===== src/rtl/sysio_pkg.sv =====
package sysio_pkg;

    localparam int OFS_W    = 13;
    localparam int BYTE_W   = 8;
    localparam int NUM_PADS = 3;
    localparam int PAD_SELW = $clog2(NUM_PADS + 1);
    localparam int FLAT_W   = NUM_PADS * BYTE_W;

    localparam logic [OFS_W-1:0] LOW_AREA_END = 13'h0100;
    localparam logic [OFS_W-1:0] BUSREQ_OFS   = 13'h1100;
    localparam logic [OFS_W-1:0] SNDRST_OFS   = 13'h1200;
    localparam logic [BYTE_W-1:0] UNMAPPED    = 8'hFF;

    typedef enum logic [2:0] {
        SEL_NONE,
        SEL_VERSION,
        SEL_PAD_DATA,
        SEL_PAD_DIR,
        SEL_BUSREQ,
        SEL_SNDRST
    } sel_kind_e;

    typedef struct packed {
        sel_kind_e             kind;
        logic [PAD_SELW-1:0]   pad;
        logic                  low_area;
    } decode_t;

    function automatic logic [BYTE_W-1:0] version_byte(input logic export_f, input logic pal_f);
        return {export_f, pal_f, 1'b1, 5'b00000};
    endfunction

    function automatic logic [BYTE_W-1:0] write_lane(input logic [15:0] d, input logic word,
                                                     input logic low_area);
        return (word && !low_area) ? d[15:8] : d[7:0];
    endfunction

    function automatic logic [BYTE_W-1:0] grant_byte(input logic [15:0] ob, input logic ack);
        return {ob[15:9], ~ack};
    endfunction

    function automatic logic [15:0] read_lanes(input logic [BYTE_W-1:0] b, input logic word,
                                               input logic low_area, input logic [15:0] ob);
        if (!word)         return {8'h00, b};
        else if (low_area) return {b, b};
        else               return {b, ob[7:0]};
    endfunction

endpackage


===== src/rtl/sysio_decode.sv =====
module sysio_decode
    import sysio_pkg::*;
(
    input  logic [OFS_W-1:0] ofs,
    output decode_t          dec
);
    logic [6:0] idx;
    assign idx = ofs[7:1];

    always_comb begin
        dec          = '0;
        dec.kind     = SEL_NONE;
        dec.low_area = (ofs < LOW_AREA_END);
        if (dec.low_area) begin
            case (idx)
                7'd0:             dec.kind = SEL_VERSION;
                7'd1, 7'd2, 7'd3: begin
                    dec.kind = SEL_PAD_DATA;
                    dec.pad  = PAD_SELW'(idx[1:0] - 2'd1);
                end
                7'd4, 7'd5, 7'd6: begin
                    dec.kind = SEL_PAD_DIR;
                    dec.pad  = PAD_SELW'(idx[1:0]);
                end
                default:          dec.kind = SEL_NONE;
            endcase
        end else if (ofs == BUSREQ_OFS) begin
            dec.kind = SEL_BUSREQ;
        end else if (ofs == SNDRST_OFS) begin
            dec.kind = SEL_SNDRST;
        end
    end
endmodule


===== src/rtl/sysio_pad_bank.sv =====
module sysio_pad_bank
    import sysio_pkg::*;
(
    input  logic                 clk,
    input  logic                 rst,
    input  logic                 we,
    input  logic                 is_dir,
    input  logic [PAD_SELW-1:0]  pad,
    input  logic [BYTE_W-1:0]    wbyte,
    output logic [FLAT_W-1:0]    data_flat,
    output logic [FLAT_W-1:0]    dir_flat
);
    for (genvar g = 0; g < NUM_PADS; g++) begin : g_pad
        logic [BYTE_W-1:0] data_q;
        logic [BYTE_W-1:0] dir_q;
        logic              hit;

        assign hit = we && (pad == PAD_SELW'(g));

        always_ff @(posedge clk) begin
            if (rst) begin
                data_q <= '0;
                dir_q  <= '0;
            end else if (hit) begin
                if (is_dir) dir_q  <= wbyte;
                else        data_q <= wbyte;
            end
        end

        assign data_flat[g*BYTE_W +: BYTE_W] = data_q;
        assign dir_flat[g*BYTE_W +: BYTE_W]  = dir_q;
    end
endmodule


===== src/rtl/sysio_snd_ctrl.sv =====
module sysio_snd_ctrl #(
    parameter int ACK_STAGES = 1
) (
    input  logic clk,
    input  logic rst,
    input  logic req_we,
    input  logic rst_we,
    input  logic wbit,
    input  logic busack_in,
    output logic busreq_o,
    output logic sndrst_o,
    output logic busack_s
);
    logic req_q;
    logic run_q;

    always_ff @(posedge clk) begin
        if (rst) begin
            req_q <= 1'b0;
            run_q <= 1'b0;
        end else begin
            if (req_we) req_q <= wbit;
            if (rst_we) run_q <= wbit;
        end
    end

    assign busreq_o = req_q;
    assign sndrst_o = ~run_q;

    if (ACK_STAGES <= 1) begin : g_ack1
        logic ack_q;
        always_ff @(posedge clk) begin
            if (rst) ack_q <= 1'b0;
            else     ack_q <= busack_in;
        end
        assign busack_s = ack_q;
    end else begin : g_ackn
        logic [ACK_STAGES-1:0] chain_q;
        always_ff @(posedge clk) begin
            if (rst) chain_q <= '0;
            else     chain_q <= {chain_q[ACK_STAGES-2:0], busack_in};
        end
        assign busack_s = chain_q[ACK_STAGES-1];
    end
endmodule


===== src/rtl/sysio_ctrl_regs.sv =====
module sysio_ctrl_regs
    import sysio_pkg::*;
#(
    parameter int ACK_STAGES = 1
) (
    input  logic                 clk,
    input  logic                 rst,
    input  logic                 acc_en,
    input  logic                 acc_wr,
    input  logic                 acc_word,
    input  logic [OFS_W-1:0]     acc_ofs,
    input  logic [15:0]          wdata,
    output logic [15:0]          rdata,
    input  logic [15:0]          open_bus,
    input  logic                 cfg_export,
    input  logic                 cfg_pal,
    input  logic                 snd_busack,
    output logic                 snd_busreq,
    output logic                 snd_reset,
    output logic [FLAT_W-1:0]    pad_data_o,
    output logic [FLAT_W-1:0]    pad_ctrl_o
);
    decode_t           dec;
    logic              wr_cyc;
    logic [BYTE_W-1:0] wbyte;
    logic              ack_s;
    logic [BYTE_W-1:0] rbyte;
    logic [PAD_SELW-1:0] pad_c;

    sysio_decode u_dec (
        .ofs (acc_ofs),
        .dec (dec)
    );

    assign wr_cyc = acc_en && acc_wr;
    assign wbyte  = write_lane(wdata, acc_word, dec.low_area);

    sysio_pad_bank u_pads (
        .clk       (clk),
        .rst       (rst),
        .we        (wr_cyc && (dec.kind == SEL_PAD_DATA || dec.kind == SEL_PAD_DIR)),
        .is_dir    (dec.kind == SEL_PAD_DIR),
        .pad       (dec.pad),
        .wbyte     (wbyte),
        .data_flat (pad_data_o),
        .dir_flat  (pad_ctrl_o)
    );

    sysio_snd_ctrl #(.ACK_STAGES(ACK_STAGES)) u_snd (
        .clk       (clk),
        .rst       (rst),
        .req_we    (wr_cyc && dec.kind == SEL_BUSREQ),
        .rst_we    (wr_cyc && dec.kind == SEL_SNDRST),
        .wbit      (wbyte[0]),
        .busack_in (snd_busack),
        .busreq_o  (snd_busreq),
        .sndrst_o  (snd_reset),
        .busack_s  (ack_s)
    );

    assign pad_c = (dec.pad < PAD_SELW'(NUM_PADS)) ? dec.pad : '0;

    always_comb begin
        case (dec.kind)
            SEL_VERSION:  rbyte = version_byte(cfg_export, cfg_pal);
            SEL_PAD_DATA: rbyte = pad_data_o[pad_c*BYTE_W +: BYTE_W];
            SEL_PAD_DIR:  rbyte = pad_ctrl_o[pad_c*BYTE_W +: BYTE_W];
            SEL_BUSREQ:   rbyte = grant_byte(open_bus, ack_s);
            SEL_SNDRST:   rbyte = {7'b0000000, ~snd_reset};
            default:      rbyte = UNMAPPED;
        endcase
    end

    assign rdata = read_lanes(rbyte, acc_word, dec.low_area, open_bus);
endmodule


===== config.mk =====
export PLATFORM = sky130hd
export DESIGN_NAME = sysio_ctrl_regs
export DESIGN_NICKNAME = d
export VERILOG_FILES = /design/src/rtl/sysio_pkg.sv /design/src/rtl/sysio_decode.sv /design/src/rtl/sysio_pad_bank.sv /design/src/rtl/sysio_snd_ctrl.sv /design/src/rtl/sysio_ctrl_regs.sv
export SDC_FILE = /design/constraint.sdc
export NUM_CORES = 1
export LEC_CHECK = 0
export BUFFER_PORTS_ARGS = -buffer_cell sky130_fd_sc_hd__buf_2
export CORE_ASPECT_RATIO = 0.5
export CORE_UTILIZATION = 35
export CTS_CLUSTER_SIZE = 30
export DETAILED_ROUTE_END_ITERATION = 8
export GPL_ROUTABILITY_DRIVEN = 0
export PLACE_DENSITY = 0.58
export SYNTH_ARGS = -nofsm -noshare
export SYNTH_HDL_FRONTEND = slang
export SYNTH_SLANG_ARGS = --single-unit

===== constraint.sdc =====
create_clock -name clk -period 4.7 [get_ports clk]
set_input_delay 0.235 -clock clk [delete_from_list [all_inputs] [get_ports clk]]
set_output_delay 0.235 -clock clk [all_outputs]
set_load 0.02 [all_outputs]

==> qor_table.md <==
| Step | Result | Reported |
| --- | --- | --- |
| power | Overall power | 911.0 uW |
| min path | Path category of the worst min-delay check | input pin to flop |
| clocking | Post-cts repair resize count | 0 |
| floorplan | Core Box Area | 8115 sq um |
| critical path | Kind of end point of the critical path | output pin |
| timing | Sum Neg Setup Slack | 0 ns |
| floorplan | Die Area | 8874 sq um |
| detailed routing | Number of iterations in the first detailed-routing pass | 4 |
| detailed routing | Total DRC errors in the routed layout | 0 |
| floorplan | Row Count | 23 |
| yosys | Post-synth EDFFs | 0 |
| timing | Final count of hold timing violations | 0 |
| timing | Slew Viols, Final | 0 |
| timing | Setup violators final | 0 |
| critical path | Kind of cell with the highest combined delay on the critical path | compound AO/OA/AOI/OAI gates |
| critical path | Crit path launch type | input pin |
| job | Max capacitance violation total | 0 |
| yosys | Flop and latch count out of synthesis | 51 |
| cells and area | Share of the core filled with cells | 45.68% |
| power | Sw Ratio | 26.69% |
| critical path | Most frequent cell on the critical path | sky130_fd_sc_hd__buf_2 |
| detailed routing | Routed len/inst | 16.28 microns |
| yosys | Post-Syn Nets | 406 |
| clocking | Skew-Pair Late Insertion Delay | 0.29 ns |
| clocking | Clock slew at reported path FFs | 0.07 ns |
| power | Portion of total power attributed to combinational logic | 13.0% |
| clocking | Library cell used as clock root buffer | sky130_fd_sc_hd__clkbuf_16 |
| yosys | Synth cell types | 51 |
| power | Net load switching power | 243.1 uW |
| grt | GRT overflow | 0 |
| placed design | Total placed cells including tap cells | 554 |
| critical path | Cells traversed along the worst timing path | buf_2 > inv_1 > ha_1 > o311ai_0 > o311a_2 > and3_1 > nand3_1 > a311oi_1 > a21boi_0 > buf_2 |
| detailed routing | Antenna-violating nets left | 0 |
| yosys | Synthesized instance count | 349 |
| clocking | Number of buffers inserted for hold repair after clock tree synthesis | 0 |
| timing | Tightest Pin Transition | 1.107 ns |
| timing | Max_slew headroom | 24.07% |
| yosys | Cell area after synthesis | 2968 sq um |
| clocking | Post-CTS Setup Inserts | 0 |
| detailed routing | Vias after detailed routing | 2920 |
| grt | Total routing resource utilization after global routing | 21.28% |
| floorplan | Boundary Pins | 119 |
| clocking | Sink count of the clock tree | 51 |
| detailed routing | DRC marker count from the first detailed-route iteration | 189 |
| power | Max IR drop VDD | 130.9 uV |
| timing | FMAX | 286.2 MHz |
| critical path | Crit path required time | 4.47 ns |
| status | Outcome | finished, final reports clean |
| clocking | Number of buffers between clock root and the deepest sink | 2 |
| timing | Clock tree skew after final layout | 0 ns |
| critical path | Slowest cell delay on critical path | 0.71 ns |
| cells and area | Final cell count without fillers | 562 |
| cells and area | Share of final-layout standard cells stronger than drive strength 1 | 33.56% |
| cells and area | Most frequent cells in the layout | sky130_fd_sc_hd__buf_2, sky130_fd_sc_hd__nor2_1, sky130_fd_sc_hd__dfxtp_1 |
| grt | Maximum number of pins on one net before global-route repair | 52 |
| floorplan | Horizontal die dimension | 132.2 microns |
| critical path | Kind of critical path | input pin to output pin |
| placed design | Number of buffer cells added on primary ports | 117 |
| yosys | Sequential share of the synthesized area | 34.40% |
| power | Cell-internal power | 667.9 uW |
| timing | Setup repair after global routing missed its margin | false |
| power | Leakage dissipation | 1.516 nW |
| detailed routing | Total Wirelength | 9.151 mm |
| cells and area | Net count of the finished layout | 506 |
| clocking | H-tree levels | 2 |
| critical path | Buffering stage count on the worst path with inverters included | 3 |
| yosys | Prevailing post-synth register cell | sky130_fd_sc_hd__dfxtp_1 |
| timing | Portion of the clock cycle consumed by the worst path in the final layout | 74.34% |
| critical path | Crit path DAT | 3.26 ns |
| power | Power share of the clock group | 39.5% |
| power | Part of the power in registers | 47.5% |
| critical path | Worst-path maximum fanout | 11 |
| power | Power Dens Cells | 245.7 nW/um^2 |
| cells and area | Post-synthesis to final-layout area growth | 24.92% |
| yosys | Number of warnings reported in the yosys synthesis log | 0 |
| grt | Via count of the first global-routing pass | 2690 |
| critical path | Worst path slowest cell | sky130_fd_sc_hd__a311oi_1 |
| cells and area | Antenna diode instance count | 0 |
| timing | Clock period minus worst slack | 3.494 ns |
| clocking | Clock buffers created by TritonCTS | 5 |
| yosys | Proportion of register bits with asynchronous set or reset after synthesis | 0% |
| cells and area | Most common cell after layout, fill and taps aside | sky130_fd_sc_hd__buf_2 |
| detailed routing | Post-detailed-route via-to-cell ratio | 5.196 |
| yosys | Average footprint of a synthesized cell | 8.504 sq um |
| placed design | HPWL after DPL | 6.999 mm |
| grt | Number of antenna violations at the first check in global routing | 0 |
| floorplan | Initial Util | 36.57% |
| grt | First-pass GRT wire length | 14.52 mm |
| floorplan | Height of the die | 67.12 microns |
| clocking | CTS tree | built |
==> path summary, 6_finish.rpt <==
path,startpoint,cells after the start,slack (ns),to
min reg2reg,u_snd.busreq_o$_SDFFE_PP0P_,2,0.48,u_snd.busreq_o$_SDFFE_PP0P_
max,acc_ofs[1],10,1.21,rdata[11]
min,snd_busack,2,0.15,u_snd.busack_s$_SDFF_PP0_
max reg2reg,u_pads.g_pad[1].data_q[1]$_SDFFE_PP0P_,2,3.92,u_pads.g_pad[1].data_q[1]$_SDFFE_PP0P_
==> flip-flops by register name, indices dropped and copies added, names as in the netlist <==
signal               count
u_snd.busack_s           1
u_pads.g_pad.dir_q      24
u_snd.run_q              1
u_snd.busreq_o           1
u_pads.g_pad.data_q     24
==> per-layer routing <==
metal / GRT usage (%) / part of all wire (%) / vias up
met1: 31.26 / 50 / 1330
met4: 3.879 / 0.48 / 0
met2: 33.00 / 43 / 85
met3: 3.272 / 6.5 / 4
met5: 0 / 0 / -
li1: - / - / 1501
==> kinds of logic (layout without fill, tap and decap cells) <==
group	Yosys count	in the layout	share of synthesized area, %
AND/OR/NAND/NOR	137	137	25.97
AO/OA/AOI/OAI	110	110	26.81
flip-flops	51	51	34.40
buffers and inverters	30	131	5.312
multiplexers	15	15	5.228
adder cells (fa/ha/maj)	4	4	1.686
XOR/XNOR	2	2	0.5903
==> power by group through the flow <==
stage	registers, mW	logic (mW)	clock network, mW
floorplan	0.442	0.0724	0
global placement	0.442	0.119	0
detailed placement	0.442	0.118	0
CTS	0.432	0.119	0.367
global route	0.432	0.130	0.384
finish	0.432	0.118	0.360
==> cell usage after synthesis (4+ instances only) <==
master | instances | share of area (%)
sky130_fd_sc_hd__nor2_1 | 62 | 7.8
sky130_fd_sc_hd__dfxtp_1 | 51 | 34
sky130_fd_sc_hd__a211oi_1 | 47 | 12
sky130_fd_sc_hd__nand3_1 | 20 | 3.4
sky130_fd_sc_hd__nand2_1 | 17 | 2.2
sky130_fd_sc_hd__a21oi_1 | 13 | 2.2
sky130_fd_sc_hd__o21ai_0 | 12 | 2.0
sky130_fd_sc_hd__clkbuf_1 | 11 | 1.4
sky130_fd_sc_hd__mux2i_1 | 11 | 3.7
sky130_fd_sc_hd__a21boi_0 | 9 | 2.3
sky130_fd_sc_hd__buf_2 | 6 | 1.0
sky130_fd_sc_hd__buf_4 | 6 | 1.5
sky130_fd_sc_hd__o211ai_1 | 6 | 1.5
sky130_fd_sc_hd__a311oi_1 | 5 | 1.5
sky130_fd_sc_hd__and2_1 | 5 | 1.1
sky130_fd_sc_hd__inv_1 | 5 | 0.63
sky130_fd_sc_hd__ha_1 | 4 | 1.7
sky130_fd_sc_hd__mux2_2 | 4 | 1.5
sky130_fd_sc_hd__nor3_4 | 4 | 2.2
==> through the flow <==
stage	setup WS (ns)	hold WS [ns]	area, sq um
final	1.206	0.1485	3707
after CTS	1.315	0.1508	3707
after global placement	1.342	0.4477	3562
after floorplan	1.959	0.3632	2968
after detailed placement	1.331	0.4485	3562
after global routing	1.002	0.1497	3707
==> layout make-up <==
| cell class | instances | area [sq um] |
|---|---|---|
| clock buffer | 5 | 125.1 |
| clock inverter | 3 | 20.02 |
| fill | 859 | 4408 |
| inverter | 5 | 18.77 |
| multi-input combinational | 268 | 1789 |
| sequential | 51 | 1021 |
| tap | 112 | 140.1 |
| timing repair buffer | 118 | 593.1 |
Note: power is estimated with default switching activity, not from simulation.
